File: src/rtl/dll_pkg.sv
package dll_pkg;
    typedef enum logic [1:0] {
        STEP_NONE = 2'b00,
        STEP_UP   = 2'b01,
        STEP_DN   = 2'b10
    } step_e;

    typedef enum logic {
        LK_ACQUIRE = 1'b0,
        LK_TRACK   = 1'b1
    } lock_state_e;
endpackage

File: src/rtl/dll_loop_filter.sv
module dll_loop_filter
    import dll_pkg::*;
#(
    parameter int FILT_TH = 4
) (
    input  logic  clk,
    input  logic  rst_n,
    input  logic  hold,
    input  logic  pd_up,
    output step_e step_o
);
    localparam int ACC_W = $clog2(FILT_TH) + 2;
    localparam logic signed [ACC_W-1:0] TH_POS = ACC_W'(FILT_TH);
    localparam logic signed [ACC_W-1:0] TH_NEG = -TH_POS;

    logic signed [ACC_W-1:0] acc_q;
    logic signed [ACC_W-1:0] acc_inc;

    always_comb begin
        acc_inc = pd_up ? (acc_q + ACC_W'(1)) : (acc_q - ACC_W'(1));
    end

    always_ff @(posedge clk) begin
        if (!rst_n) begin
            acc_q  <= '0;
            step_o <= STEP_NONE;
        end else if (hold) begin
            step_o <= STEP_NONE;
        end else if (acc_inc == TH_POS) begin
            acc_q  <= '0;
            step_o <= STEP_UP;
        end else if (acc_inc == TH_NEG) begin
            acc_q  <= '0;
            step_o <= STEP_DN;
        end else begin
            acc_q  <= acc_inc;
            step_o <= STEP_NONE;
        end
    end
endmodule

File: src/rtl/dll_comp_counter.sv
module dll_comp_counter
    import dll_pkg::*;
#(
    parameter int CODE_W     = 5,
    parameter int RESET_CODE = 16
) (
    input  logic              clk,
    input  logic              rst_n,
    input  logic              hold,
    input  step_e             step_i,
    output logic [CODE_W-1:0] code_o
);
    localparam logic [CODE_W-1:0] CODE_MAX = {CODE_W{1'b1}};
    localparam logic [CODE_W-1:0] CODE_RST = CODE_W'(RESET_CODE);

    logic [CODE_W-1:0] code_nxt;

    always_comb begin
        code_nxt = code_o;
        if (!hold) begin
            unique case (step_i)
                STEP_UP:   if (code_o != CODE_MAX) code_nxt = code_o + CODE_W'(1);
                STEP_DN:   if (code_o != '0)       code_nxt = code_o - CODE_W'(1);
                default:   code_nxt = code_o;
            endcase
        end
    end

    always_ff @(posedge clk) begin
        if (!rst_n) code_o <= CODE_RST;
        else        code_o <= code_nxt;
    end
endmodule

File: src/rtl/dll_lock_detect.sv
module dll_lock_detect
    import dll_pkg::*;
#(
    parameter int WIN_LEN  = 16,
    parameter int LOCK_TOL = 2
) (
    input  logic clk,
    input  logic rst_n,
    input  logic hold,
    input  logic pd_up,
    output logic locked_o
);
    localparam int WIN_W = $clog2(WIN_LEN);
    localparam int BAL_W = $clog2(WIN_LEN + 1) + 1;
    localparam logic [WIN_W-1:0]        WIN_LAST = WIN_W'(WIN_LEN - 1);
    localparam logic signed [BAL_W-1:0] TOL_POS  = BAL_W'(LOCK_TOL);
    localparam logic signed [BAL_W-1:0] TOL_NEG  = -TOL_POS;

    lock_state_e             state_q, state_d;
    logic [WIN_W-1:0]        win_q;
    logic signed [BAL_W-1:0] bal_q, bal_nxt;
    logic                    win_end, balanced, over_tol;

    always_comb begin
        bal_nxt  = pd_up ? (bal_q + BAL_W'(1)) : (bal_q - BAL_W'(1));
        win_end  = !hold && (win_q == WIN_LAST);
        balanced = (bal_nxt == '0);
        over_tol = (bal_nxt > TOL_POS) || (bal_nxt < TOL_NEG);
    end

    // window position and running balance
    always_ff @(posedge clk) begin
        if (!rst_n) begin
            win_q <= '0;
            bal_q <= '0;
        end else if (!hold) begin
            if (win_q == WIN_LAST) begin
                win_q <= '0;
                bal_q <= '0;
            end else begin
                win_q <= win_q + WIN_W'(1);
                bal_q <= bal_nxt;
            end
        end
    end

    // next state: ACQ_TO_TRACK, ACQ_STAY, TRACK_TO_ACQ, TRACK_STAY
    always_comb begin
        state_d = state_q;
        unique case (state_q)
            LK_ACQUIRE: if (win_end && balanced) state_d = LK_TRACK;
            LK_TRACK:   if (win_end && over_tol) state_d = LK_ACQUIRE;
            default:    state_d = LK_ACQUIRE;
        endcase
    end

    always_ff @(posedge clk) begin
        if (!rst_n) state_q <= LK_ACQUIRE;
        else        state_q <= state_d;
    end

    always_comb begin
        locked_o = (state_q == LK_TRACK);
    end
endmodule

File: src/rtl/dll_comp_ctrl.sv
module dll_comp_ctrl
    import dll_pkg::*;
#(
    parameter int CODE_W     = 5,
    parameter int RESET_CODE = 16,
    parameter int FILT_TH    = 4,
    parameter int WIN_LEN    = 16,
    parameter int LOCK_TOL   = 2
) (
    input  logic              clk,
    input  logic              rst_n,
    input  logic              pd_up,
    input  logic              freeze,
    output logic [CODE_W-1:0] comp_code,
    output logic              locked
);
    step_e step_w;

    dll_loop_filter #(.FILT_TH(FILT_TH)) u_filter (
        .clk    (clk),
        .rst_n  (rst_n),
        .hold   (freeze),
        .pd_up  (pd_up),
        .step_o (step_w)
    );

    dll_comp_counter #(.CODE_W(CODE_W), .RESET_CODE(RESET_CODE)) u_counter (
        .clk    (clk),
        .rst_n  (rst_n),
        .hold   (freeze),
        .step_i (step_w),
        .code_o (comp_code)
    );

    dll_lock_detect #(.WIN_LEN(WIN_LEN), .LOCK_TOL(LOCK_TOL)) u_lock (
        .clk      (clk),
        .rst_n    (rst_n),
        .hold     (freeze),
        .pd_up    (pd_up),
        .locked_o (locked)
    );
endmodule

File: config.mk
export PLATFORM = sky130hd
export DESIGN_NAME = dll_comp_ctrl
export DESIGN_NICKNAME = d
export VERILOG_FILES = /design/src/rtl/dll_pkg.sv /design/src/rtl/dll_loop_filter.sv /design/src/rtl/dll_comp_counter.sv /design/src/rtl/dll_lock_detect.sv /design/src/rtl/dll_comp_ctrl.sv
export SDC_FILE = /design/constraint.sdc
export NUM_CORES = 1
export LEC_CHECK = 0
export BUFFER_PORTS_ARGS = -buffer_cell sky130_fd_sc_hd__buf_2
export CAP_MARGIN = 10
export CORE_MARGIN = 5
export CORE_UTILIZATION = 55
export DETAILED_ROUTE_END_ITERATION = 6
export PLACE_DENSITY = 0.83
export SLEW_MARGIN = 20
export SYNTH_ARGS = -nofsm -noshare
export SYNTH_HDL_FRONTEND = slang
export SYNTH_SLANG_ARGS = --single-unit
File: constraint.sdc
create_clock -name clk -period 2.5 [get_ports clk]
set_clock_uncertainty 0.15 [all_clocks]
set_input_delay 0.25 -clock clk [delete_from_list [all_inputs] [get_ports clk]]
set_output_delay 0.25 -clock clk [all_outputs]
set_load 0.01 [all_outputs]
==> metrics <==
vias=about 1100; chip width=approximately 60 µm; async set-reset flop share out of synthesis=0; Initial DRC Count=70; kind of cell adding the most delay to the critical path=compound AO/OA/AOI/OAI gates; Tcrit/Tclk final=0.941; hold crit path type=input pin to flop; WP buf/inv=1; layout cells sized above 1=0.120; Post-DP Area=approximately 0.0014 mm²; Gate power share=0.255; CTS root buf=clkbuf_4; largest net degree at the start of global routing=25; internal power=0.554 mW; LEAKAGE=approximately 0.64 nW; sequential share of the synthesized area=0.319; fillers=204; Worst Hold Path Cells=2; Worst VDD drop=roughly 0.00035 V; crit path cell chain=inv_1 > fa_1 > nand2b_1 > a21oi_1 > xor2_1 > a31o_2 > o21ai_1 > a211oi_1; Resize count post-CTS=0; Mapped Area=0.00138 mm²; Fin Hold WS=about 0.12 ns; Clk pwr share=0.251; R2R depth=8; synthesized instance count=~160; pre-CTS setup slack=0.131 ns; area grow syn2layout=7.42%; setup tns final=0 ns; clock buffer count from CTS=3; clock sinks=22; DR vias/cell=around 5.8; initial antenna violation count=0; status=completed; ANT cells=0; Worst Path Required=approximately 2.6 ns; global-route wire length before repair=about 4700 µm; Syn Area/Cell=between 8 and 9 µm²; crit path kind=flop to flop; Max Freq=~430 MHz; Synth cell types=~40; WP data arrival=roughly 2.4 ns; Synth area leader=dfxtp_1; post-CTS repair timing setup buffer count=0; DRC Markers=0; CTS tree=done; Tightest Pin Transition=between 0.4 and 0.5 ns; Fin. Hold Viols=0; clk_lat worst skew=0.31 ns; syn_nets=between 150 and 200; H-tree lvl count=1; final setup vio count=0; number of stages on the worst setup path=8; Antenna Nets Post-Route=0; max cap viols=0; wire per inst=between 10 and 15 µm; Top-Level Pins=10; slack of the critical path=approximately 0.15 ns; Net Sw Frac=0.305; Area contributors post-synth=dfxtp_1 (32%), ha_1 (11%), xnor2_1 (5.1%); Initial Utilization=0.568; power density over cell area=approximately 540 mW/mm²; Die Span Y=around 60 µm; Critical Path Sink Type=flop; Post-synth top cells=dfxtp_1 (22), a21oi_1 (12), ha_1 (12); total chip power=approximately 0.8 mW; slowest CP cell=dfxtp_1; startpoint types=flop; worst setup path startpoint=u_lock.bal_q[0]$_SDFFE_PN0N_; Reg power frac=0.494; design area=~0.0015 mm²; dpl hpwl=around 2100 µm; CTS clk-pin slew, worst paths=0.13 ns; max-slew violations=0; most common cell in the netlist=dfxtp_1; yosys synthesis warning count=0; Die ar.=approximately 0.0036 mm²; Synth Flop Type=dfxtp_1; CP peak stage delay=around 0.46 ns; Clock Path Buffers=2; P_sw=approximately 0.24 mW; Rel. slew slack=0.732; core area=around 0.0024 mm²; final wirelength=2710 µm; RSZ-0062 raised after global routing=no; Total GRT Usage=0.170; FP Rows=18; nets=186; hold buffers post-CTS=0; Yosys reg bits=22; Post-synth EDFFs=0; vias in the first global route=roughly 1200; total gr overflow=0; worst hold start=rst_n; # port buffers=9; Final min period=2.35 ns; top cell type's share of synthesized area=0.319; RR Startpoint=u_lock.bal_q[0]$_SDFFE_PN0N_; Max FO, Critical Path=6; Placer Congestion=roughly 0.8; DR pass1 iterations=4
## final timing paths
path                            slack [ns]                                to
worst max-delay path                  0.15        u_lock.locked_o$_SDFF_PN0_
worst min-delay path                  0.12  u_counter.code_o[4]$_SDFFE_PN1P_
worst max register to register        0.15        u_lock.locked_o$_SDFF_PN0_
worst min register to register        0.35    u_filter.acc_q[2]$_SDFFE_PN0N_
## routing by layer
| layer | wire, µm | vias to the layer above | GRT usage |
|---|---|---|---|
| met3 | 124 | 8 | 0.0346 |
| li1 | - | 563 | - |
| met5 | 0 | - | 0 |
| met2 | 1380 | 29 | 0.312 |
| met1 | 1160 | 527 | 0.185 |
| met4 | 49 | 0 | 0.0728 |
## cell type report
class | instances | area, µm² | area share
multi-input cells | 121 | 888 | 0.598
flip-flops and latches | 22 | 440 | 0.297
repair buffers | 9 | 45.0 | 0.0303
inverters | 10 | 37.5 | 0.0253
well taps | 30 | 37.5 | 0.0253
clock buffers | 4 | 36.3 | 0.0244
## cells by family after synthesis
group | synth area share
AO/OA/AOI/OAI | 0.186
XOR/XNOR | 0.0878
adder cells (fa/ha/maj) | 0.152
buffers and inverters | 0.0389
flip-flops | 0.319
multiplexers | 0.0145
AND/OR/NAND/NOR | 0.202
## registers in the layout (all words and copies together), names as in the netlist
signal            flops
u_counter.code_o      5
u_filter.acc_q        4
u_filter.step_o       2
u_lock.bal_q          6
u_lock.locked_o       1
u_lock.win_q          4
## power groups by stage
stage | combinational, mW | sequential (mW) | clock [mW]
after floorplan | 0.164 | 0.397 | 0
after global placement | 0.189 | 0.399 | 0
after detailed placement | 0.202 | 0.401 | 0
after CTS | 0.203 | 0.394 | 0.202
after global routing | 0.228 | 0.398 | 0.221
final | 0.204 | 0.394 | 0.200
## per-stage QoR
stage,utilization,cells
after floorplan,-,157
after global placement,0.596,192
after detailed placement,0.596,192
after CTS,0.611,196
after global routing,0.611,196
final,0.611,196
## cell usage in the layout, fill, tap and decap left out, types with 2 or more instances in the layout
cell	synthesis	layout
dfxtp_1	22	22
a21oi_1	12	12
ha_1	12	12
inv_1	10	10
nor2b_1	10	10
nand2_1	10	10
buf_2	1	9
xnor2_1	8	8
nor2_1	8	8
o21ai_0	7	7
nand2b_1	5	5
nor3_1	4	4
xor2_1	4	4
a21o_1	3	3
nand3_1	3	3
and2_1	3	3
fa_1	3	3
clkbuf_4	0	3
or2b_2	2	2
a31oi_1	2	2
a22oi_1	2	2
a21boi_0	2	2
mux2i_1	2	2
a32o_1	2	2
No activity file was read; power rests on OpenSTA's default activity.
